==> config.mk <==
export PLATFORM = sky130hd
export DESIGN_NAME = cell_ack_outbuf
export DESIGN_NICKNAME = d
export VERILOG_FILES = /design/src/rtl/cell_ack_pkg.sv /design/src/rtl/cell_ack_occupancy.sv /design/src/rtl/cell_ack_store.sv /design/src/rtl/cell_ack_outbuf.sv
export SDC_FILE = /design/constraint.sdc
export NUM_CORES = 1
export LEC_CHECK = 0
export BUFFER_PORTS_ARGS = -buffer_cell sky130_fd_sc_hd__buf_2
export CAP_MARGIN = 20
export CORE_ASPECT_RATIO = 0.5
export CORE_UTILIZATION = 43
export CTS_CLUSTER_DIAMETER = 200
export DETAILED_ROUTE_END_ITERATION = 12
export GPL_ROUTABILITY_DRIVEN = 0
export GPL_TIMING_DRIVEN = 0
export PLACE_DENSITY_LB_ADDON = 0.25
export SLEW_MARGIN = 20
export SYNTH_ARGS = -nofsm -noshare
export SYNTH_HDL_FRONTEND = slang
export SYNTH_SLANG_ARGS = --single-unit
==> constraint.sdc <==
create_clock -name clk -period 2.6 [get_ports clk]
set_input_delay 0 -clock clk [delete_from_list [all_inputs] [get_ports clk]]
set_output_delay 0 -clock clk [all_outputs]
set_load 0.05 [all_outputs]
==> src/rtl/cell_ack_pkg.sv <==
package cell_ack_pkg;
  typedef enum logic [1:0] {
    SEND_IDLE  = 2'd0,
    SEND_FRESH = 2'd1,
    SEND_HELD  = 2'd2
  } send_e;
endpackage

==> src/rtl/cell_ack_occupancy.sv <==
module cell_ack_occupancy #(
  parameter int DEPTH = 2,
  localparam int CNT_W = $clog2(DEPTH + 1)
) (
  input  logic             clk,
  input  logic             rst_n,
  input  logic             push,
  input  logic             pop,
  output logic [CNT_W-1:0] count,
  output logic             full,
  output logic             empty
);
  logic [CNT_W-1:0] count_q;

  always_ff @(posedge clk) begin
    if (!rst_n) begin
      count_q <= '0;
    end else begin
      case ({push, pop})
        2'b10:   count_q <= count_q + 1'b1;
        2'b01:   count_q <= count_q - 1'b1;
        default: count_q <= count_q;
      endcase
    end
  end

  assign count = count_q;
  assign full  = (count_q == CNT_W'(DEPTH));
  assign empty = (count_q == '0);
endmodule

==> src/rtl/cell_ack_store.sv <==
module cell_ack_store #(
  parameter int DATA_W = 32,
  parameter int DEPTH  = 2,
  localparam int PTR_W = (DEPTH > 1) ? $clog2(DEPTH) : 1
) (
  input  logic              clk,
  input  logic              rst_n,
  input  logic              push,
  input  logic              pop,
  input  logic [DATA_W-1:0] wdata,
  output logic [DATA_W-1:0] head
);
  logic [DATA_W-1:0] slot_q [DEPTH];
  logic [PTR_W-1:0]  wr_ptr_q;
  logic [PTR_W-1:0]  rd_ptr_q;

  function automatic logic [PTR_W-1:0] advance(input logic [PTR_W-1:0] p);
    return (p == PTR_W'(DEPTH - 1)) ? '0 : p + 1'b1;
  endfunction

  always_ff @(posedge clk) begin
    if (!rst_n) begin
      wr_ptr_q <= '0;
      rd_ptr_q <= '0;
    end else begin
      if (push) wr_ptr_q <= advance(wr_ptr_q);
      if (pop)  rd_ptr_q <= advance(rd_ptr_q);
    end
  end

  for (genvar g = 0; g < DEPTH; g++) begin : g_slot
    always_ff @(posedge clk) begin
      if (push && wr_ptr_q == PTR_W'(g)) slot_q[g] <= wdata;
    end
  end

  assign head = slot_q[rd_ptr_q];
endmodule

==> src/rtl/cell_ack_outbuf.sv <==
module cell_ack_outbuf
  import cell_ack_pkg::*;
#(
  parameter int DATA_W = 32,
  parameter int DEPTH  = 2
) (
  input  logic              clk,
  input  logic              rst_n,
  input  logic              in_valid,
  input  logic [DATA_W-1:0] in_data,
  output logic              in_ready,
  input  logic              ack_in,
  output logic              out_valid,
  output logic [DATA_W-1:0] out_data,
  output logic              full,
  output logic              empty
);
  localparam int CNT_W = $clog2(DEPTH + 1);

  logic             push;
  logic             pop;
  logic [CNT_W-1:0] count;
  logic [DATA_W-1:0] head;
  send_e            send;

  assign in_ready = ~full;
  assign push     = in_valid & ~full;
  assign pop      = ack_in & ~empty;

  cell_ack_occupancy #(.DEPTH(DEPTH)) u_occ (
    .clk   (clk),
    .rst_n (rst_n),
    .push  (push),
    .pop   (pop),
    .count (count),
    .full  (full),
    .empty (empty)
  );

  cell_ack_store #(.DATA_W(DATA_W), .DEPTH(DEPTH)) u_store (
    .clk   (clk),
    .rst_n (rst_n),
    .push  (push),
    .pop   (pop),
    .wdata (in_data),
    .head  (head)
  );

  always_comb begin
    if (full)          send = SEND_HELD;
    else if (in_valid) send = SEND_FRESH;
    else               send = SEND_IDLE;
  end

  always_comb begin
    unique case (send)
      SEND_HELD:  out_data = head;
      SEND_FRESH: out_data = in_data;
      default:    out_data = '0;
    endcase
    out_valid = (send != SEND_IDLE) && (count <= CNT_W'(DEPTH));
  end
endmodule

* Word-level counts from Yosys, hierarchy flattened
Memories as Yosys holds them, arrays and structs flattened. A register that Yosys moved wholly into a read port is not among the register bits. Index checks and enable logic that the tools add are counted.
Word-level totals: ROM bits 0, latch bits 0, memories kept 1, register bits 4, memory bits (writable) 64
Memories:
- u_store.slot_q | depth 2, bits a word 32, read ports 1, clocked after memory_dff 1, write ports 1, RTL line cell_ack_store.sv:13 | logic [DATA_W-1:0] slot_q [DEPTH];
Operators by class: shift operators 0, order comparisons 1, eq/ne operators 5, muxes and demuxes 15, div/mod/pow operators 0, bitwise operators 5, reduce and logical (&&, ||, !) cells 7, add/sub/neg operators 4, multipliers 0
Operators by type and width (count):
- case mux 32 bit (2 select lines) | 1
- two-way mux 32 bit | 1
- OR reduction 32 bit | 1
- two-way mux 1 bit | 11
- == test 2 bit, second input constant | 3
- == test 2 x 1 -> 1 bit, second input constant | 2
- case mux 2 bit (2 select lines) | 1
- nonzero test 2 bit | 2
- logical AND 1 bit | 3
- inverter 1 bit | 3
- adder 1 bit, second input constant | 2
- adder 2 x 1 -> 2 bit, second input constant | 1
- bitwise AND 1 bit | 2
- <= comparator 2 bit, second input constant | 1
- zero test 2 bit | 1
- two-way mux 2 bit | 1
- subtractor 2 x 1 -> 2 bit, second input constant | 1

* Logic depth before layout (Yosys ltp)
Gate-level depths: netlist (run 1).
word-level depth 8, mapped depth 9

* Hierarchy
A second synthesis (run 1) with hierarchy kept.
Second synthesis, totals: cells, all modules 169, area total of the unflattened synthesis 3072.9 um2
Modules (own cells, without submodules):
- cell_ack_store | instances 1, cells an instance 110, area an instance 2573.7 um2
- cell_ack_outbuf | instances 1, cells an instance 47, area an instance 387.9 um2
- cell_ack_occupancy | instances 1, cells an instance 12, area an instance 111.4 um2

* Worst setup path after synthesis (run 1)
OpenSTA, ideal clock, no wires.
path type register to output, from register u_occ.count_q[0] (netlist: u_occ.count[0]), to output port out_data[15], required time 2.600 ns, stages on the path, launching flop included 6, arrival 2.158 ns, path slack 0.442 ns, cells stage by stage dfxtp_1 > nand2b_1 > buf_4 > buf_2 > buf_2 > o21ai_0
Between the ends: word-level cells in the longest chain between the ends 4
RTL lines:
- start: declaration | RTL line cell_ack_occupancy.sv:13 | logic [CNT_W-1:0] count_q;
- start signal: assignment | RTL line cell_ack_occupancy.sv:20 | 2'b10: count_q <= count_q + 1'b1;
- start signal: assignment | RTL line cell_ack_occupancy.sv:21 | 2'b01: count_q <= count_q - 1'b1;
- start signal: assignment | RTL line cell_ack_occupancy.sv:22 | default: count_q <= count_q;
- == test 2 bit * | RTL line cell_ack_occupancy.sv:28 | assign full = (count_q == CNT_W'(DEPTH));
- two-way mux 2 bit * | RTL line cell_ack_outbuf.sv:50 | if (full) send = SEND_HELD;
- == test 2 x 1 -> 1 bit or == test 2 bit (tied branches) | RTL line cell_ack_outbuf.sv:56 | unique case (send)
- case mux 32 bit (2 select lines) * | RTL line cell_ack_outbuf.sv:56
- end: declaration | RTL line cell_ack_outbuf.sv:14 | output logic [DATA_W-1:0] out_data,
Mark *: on every way between the ends. The rest lies on a longest branch, timed or not.

* Final worst setup path (run 1)
from register u_occ.count_q[0] (netlist: u_occ.count[0]), to register u_occ.count_q[1] (netlist: u_occ.count[1])
Between the ends: word-level cells in the longest chain between the ends 5
RTL lines:
- == test 2 bit or zero test 2 bit (tied branches) | RTL line cell_ack_occupancy.sv:28, cell_ack_occupancy.sv:29
- inverter 1 bit (on tied branches) | RTL line cell_ack_outbuf.sv:27, cell_ack_outbuf.sv:28
- bitwise AND 1 bit (on tied branches) | RTL line cell_ack_outbuf.sv:27, cell_ack_outbuf.sv:28
- == test 2 x 1 -> 1 bit or == test 2 bit (tied branches) | RTL line cell_ack_occupancy.sv:19 | case ({push, pop})
- case mux 2 bit (2 select lines) or nonzero test 2 bit (tied branches)
Parallel ways exist; a longest one is shown, timed or not. A chain may end at the register's enable or synchronous reset.

==> results of run 1 <==
flip-flops by register name, summed over array words and instances (netlist names), named ones only:
signal,flops
u_occ.count,2
u_store.rd_ptr_q,1
u_store.slot_q,64
u_store.wr_ptr_q,1
worst register-to-register path: stages (launching register included):
cell	delay (ns)
dfxtp_1	0.41
nand2b_1	0.13
buf_4	0.15
buf_2	0.22
buf_2	0.25
nand2_1	0.08
ha_1	0.33
or3_1	0.35
a21boi_0	0.15
cells in the mapped netlist, types with 2 or more instances:
cell type / n
nor2b_1: 2
mux2i_1: 32
edfxtp_1: 64
inv_1: 2
or3_1: 2
nand3_1: 32
clkbuf_1: 5
o21ai_0: 35
buf_2: 8
xnor2_1: 3
dfxtp_1: 5
buf_4: 2
layout make-up:
| cell class | count | area share |
|---|---|---|
| sequential | 69 | 0.501 |
| timing repair buffer | 104 | 0.175 |
| tap | 88 | 0.0273 |
| multi-input combinational | 115 | 0.191 |
| inverter | 3 | 0.00279 |
| buffer | 16 | 0.0192 |
| clock inverter | 6 | 0.0276 |
| clock buffer | 10 | 0.0567 |
per-stage QoR:
stage,cell area (um2),std cells
final,4040,411
after detailed placement,3370,362
after CTS,4040,411
after global placement,3340,361
after floorplan,2880,203
after global routing,4040,411
per-layer routing:
metal	share of wire	global-route usage	vias up	wire [um]
li1	-	-	997	-
met1	0.43	0.219	997	2640
met2	0.53	0.340	48	3230
met3	0.043	0.0525	2	262
met4	0.0023	0.0604	0	14
met5	0	0	-	0
power by group:
part           total [W]  switching (W)  internal, W
clock network    0.00136       0.000421     0.000936
logic            0.00165        0.00118     0.000471
registers        0.00147      0.0000573      0.00141
path summary, 6_finish.rpt:
| kind | start | endpoint |
|---|---|---|
| max | u_occ.count[0]$_SDFFE_PN0P_ | u_occ.count[1]$_SDFFE_PN0P_ |
| min | ack_in | flop |
| max reg2reg | u_occ.count[0]$_SDFFE_PN0P_ | u_occ.count[1]$_SDFFE_PN0P_ |
| min reg2reg | u_store.wr_ptr_q$_SDFFE_PN0N_ | u_store.wr_ptr_q$_SDFFE_PN0N_ |
what timing repair did:
action	in CTS	in global routing
hold buffers	33	0
buffers inserted	0	0
hold endpoints to repair	69	0
cell families after synthesis:
group / count (synthesis) / share of synthesized area
adders and majority gates: 1 / 0.00435
AOI/OAI and AO/OA: 38 / 0.0687
buffers and inverters: 19 / 0.0309
xor gates and xnor gates: 3 / 0.00913
DFF: 69 / 0.702
muxes: 32 / 0.111
and+or+nand+nor: 41 / 0.0734
==> summary.txt, run 1 <==
Status
  – Status: complete, no violations

Yosys
  – Synth area leader: edfxtp_1
  – Top FF cell, synth: edfxtp_1
  – Mapped Area: 0.00288 mm2
  – Asr flop ratio synth: 0
  – Synthesized instance count: 203
  – Synth warnings: 0
  – Synth cell types: 23
  – Mapped Nets: 240
  – Sequential area share after synthesis: 0.702
  – Synth top area share: 0.668
  – EDFF count, synth: 64
  – Synth Register Bits: 69
  – Syn Area/Cell: 14.2 um2
  – Main area contributors after synthesis: edfxtp_1, mux2i_1, o21ai_0, nand3_1, dfxtp_1

STA
  – Worst hold slack: 0.137 ns
  – Final WS setup: 0.451 ns
  – Slew at the pin closest to its max-slew limit: 0.734 ns
  – Tmin final: 2.15 ns
  – RSZ-0062 raised after global routing: false
  – Clock skew: 0.00670 ns
  – Final number of setup-violating endpoints: 0
  – Final slew viol count: 0
  – Setup TNS: 0 ns
  – Relative slew slack: 0.510
  – Final Hold Fails: 0
  – Maximum clock rate: 465 MHz
  – Fin crit share: 0.827

Clocking
  – CTS tree: built
  – Total clock sinks: 69
  – Clock Latency Late Sink: 0.32 ns
  – TritonCTS Buffers: 9
  – CTS Buffer Depth: 2
  – Clock root cell: clkbuf_16
  – H-Tree Level Count: 3
  – Cts repair resizes: 0
  – Clock Pin Slew Worst Setup and Hold Paths: 0.05 ns

Global routing
  – Largest net degree at the start of global routing: 33
  – GRT Total Usage: 0.186
  – Global-route wire length before repair: 9.74 mm
  – Number of global-route vias before repair: 2,050
  – Initial antenna violation count: 0
  – Grt total ovfl: 0

Placed design
  – HPWL after DPL: 3.90 mm
  – DP Worst Slack: 0.427 ns
  – Port-buffer cells: 70

Routing
  – Drt pass-1 iters: 4
  – Final ANT Viol Nets: 0
  – Via Count: 2,044
  – Vias/cell: 4.97
  – Drt drc: 0
  – Routed wire length: 6.14 mm
  – 1st-iter DRT viols: 77
  – Routed wire per std cell: 14.9 um

Pwr
  – Peak supply drop: 637 uV
  – Total Power: 0.00447 W
  – Leak pwr: 1.56 nW
  – Power Density: 1110 mW/mm2

Worst setup path
  – Worst path arrival time: 2.40 ns
  – Reg-to-reg slack, setup: 0.45 ns
  – Crit-path cells: nand2b_1, buf_4, buf_2, buf_2, nand2_1, ha_1, or3_1, a21boi_0
  – CP Capture Type: flop
  – Critical Path Stages: 8
  – Worst reg2reg path depth: 8
  – Critical Path Fanout Max: 10
  – Most used cell along the critical path: buf_2
  – Crit path required time: 2.85 ns
  – Crit path kind: reg -> reg
  – CP startpoint kind: flop
  – Largest delay contributor family on the critical path: buffers and inverters
  – Crit path buf inv count: 3
  – CP max stage cell: dfxtp_1
  – Crit-path max cell delay: 0.41 ns

Finish
  – Nets: 355
  – Commonest non-fill, non-tap cell in the layout: buf_2
  – Fillers: 497
  – Area grow syn2layout: 40.3%
  – Core Util, Final: 0.646
  – Share of layout cells above drive strength 1: 0.307
  – Area of the multi-input gates: 769 um2
  – Register area: 0.00202 mm2
  – Ant. Diodes: 0
  – Commonest cells after routing, fill and taps aside: buf_2, edfxtp_1, o21ai_0

Floorplan
  – Rows: 20
  – DIE HEIGHT: 59.9 um
  – Core Footprint: 0.00626 mm2
  – Boundary Pins: 72
  – Starting Density: 0.460
  – Die X: 118 um
  – Die Area: 0.00705 mm2

Hold path
  – Hold path depth: 4
  – Hold WC Path Type: in -> reg

Job
  – Number of max-cap violations: 0
Power figures use the tool's default switching activity.
==> run 2, diff against run 1 <==
==> constraint.sdc (replaced) <==
create_clock -name clk -period 2.1 [get_ports clk]
set_input_delay 0 -clock clk [delete_from_list [all_inputs] [get_ports clk]]
set_output_delay 0 -clock clk [all_outputs]
set_load 0.05 [all_outputs]
==> summary.txt, run 2 (synthesized netlist as in run 1, its figures left out) <==
Routing
  – 1st-iter DRT viols: 129
  – Routed wire per std cell: 14.8 um
  – Via Count: 2,070
  – Vias/cell: 5.04
  – Drt pass-1 iters: 4
  – Drt drc: 0
  – Routed wire length: 6.10 mm
  – Final ANT Viol Nets: 0

Finish
  – Fin cells: 411
  – Largest register by flop count: u_store.slot_q
  – Area grow syn2layout: 39.9%
  – Top flop regs: u_store.slot_q: 64 flops, u_occ.count: 2 flops
  – Largest register FFs: 64
  – Commonest cells after routing, fill and taps aside: buf_2, edfxtp_1, o21ai_0
  – Commonest non-fill, non-tap cell in the layout: buf_2
  – Ant. Diodes: 0
  – Share of layout cells above drive strength 1: 0.307
  – Post-route design area: 0.00403 mm2
  – Nets: 355

Global routing
  – Number of global-route vias before repair: 2,046
  – Initial antenna violation count: 0
  – Largest net degree at the start of global routing: 33
  – Global-route wire length before repair: 9.85 mm
  – GRT Total Usage: 0.188
  – Grt total ovfl: 0

STA
  – Clock skew: 0.00350 ns
  – Relative slew slack: 0.674
  – Tmin final: 1.89 ns
  – RSZ-0062 raised after global routing: false
  – Fin crit share: 0.900
  – Setup TNS: 0 ns
  – Maximum clock rate: 529 MHz
  – Final number of setup-violating endpoints: 0
  – Final WS setup: 0.209 ns
  – Final slew viol count: 0
  – Slew at the pin closest to its max-slew limit: 0.489 ns
  – Final Hold Fails: 0

Hold path
  – Hold WC Path Type: in -> reg

Clocking
  – Clock root cell: clkbuf_16
  – Clock Pin Slew Worst Setup and Hold Paths: 0.05 ns
  – CTS tree: built
  – Clock Latency Late Sink: 0.32 ns
  – TritonCTS Buffers: 9
  – Total clock sinks: 69
  – CTS Buffer Depth: 2
  – H-Tree Level Count: 3

Worst setup path
  – CP Capture Type: flop
  – Crit path kind: reg -> reg
  – Critical Path Fanout Max: 19
  – CP startpoint kind: flop
  – Crit path required time: 2.35 ns
  – Worst path arrival time: 2.14 ns

Floorplan
  – Core Footprint: 0.00626 mm2
  – Boundary Pins: 72
  – Die X: 118 um
  – Rows: 20
  – DIE HEIGHT: 59.9 um
  – Starting Density: 0.460
  – Die Area: 0.00705 mm2

Pwr
  – Peak supply drop: 591 uV
  – Leak pwr: 1.54 nW
  – Total Power: 0.00544 W
  – Power Density: 1350 mW/mm2

Placed design
  – DP Worst Slack: -0.127 ns
  – Port-buffer cells: 70
  – HPWL after DPL: 3.82 mm
  – Inst Count DP: 362
  – Post-DP Area: 0.00337 mm2

Status
  – Status: complete, no violations

Job
  – Number of max-cap violations: 0
==> run 2: through the flow <==
stage          utilization  hold WS, ns
6_report             0.644        0.130
3_3_place_gp         0.534        0.202
4_1_cts              0.642        0.121
2_1_floorplan            -       0.0989
5_1_grt              0.644        0.156
3_5_place_dp         0.539        0.207
==> run 2: layout make-up <==
| cell class | count | area, um2 |
|---|---|---|
| Fill cell | 503 | 2230 |
| Sequential cell | 69 | 2020 |
| Multi-Input combinational cell | 115 | 769 |
| Timing Repair Buffer | 104 | 708 |
| Clock buffer | 9 | 225 |
| Tap cell | 88 | 110 |
| Clock inverter | 7 | 90.1 |
| Buffer | 15 | 78.8 |
| Inverter | 3 | 15.0 |
| Timing Repair inverter | 1 | 7.51 |
==> run 2: worst paths after layout <==
check                             endpoint  cells past startpoint  slack [ns]                          start
max            u_occ.count[1]$_SDFFE_PN0P_                      7        0.21    u_occ.count[0]$_SDFFE_PN0P_
min                                   flop                      4        0.13                         ack_in
max reg2reg    u_occ.count[1]$_SDFFE_PN0P_                      7        0.21    u_occ.count[0]$_SDFFE_PN0P_
min reg2reg  u_store.wr_ptr_q$_SDFFE_PN0N_                      2        0.49  u_store.wr_ptr_q$_SDFFE_PN0N_
==> run 2: report_power, final <==
part           switching (W)  leakage [nW]  internal (W)
registers          0.0000662         0.640       0.00174
logic                0.00147         0.752      0.000591
clock network       0.000539         0.153       0.00103
==> run 2: per-layer routing <==
metal	share of wire	routed length (um)	global-route usage
met5	0	0	0
met4	0.011	67	0.0659
met3	0.055	335	0.0573
met2	0.51	3100	0.338
met1	0.43	2600	0.220
==> run 2: timing repair <==
action                                  4_1_cts  5_1_grt
hold buffers                                 33        0
endpoints found under the setup margin        1       35
resized for setup                             1        3
setup buffers                                 0        0
hold endpoints to repair                     69        0
cloned                                        0        1
==> run 2: worst max-delay path, cell delays in order (launching register included) <==
cell and delay (ns):
dfxtp_1 0.40, nand2b_1 0.13, buf_4 0.15, buf_6 0.18, nand2_1 0.07, ha_1 0.33
or3_1 0.37, a21boi_1 0.18
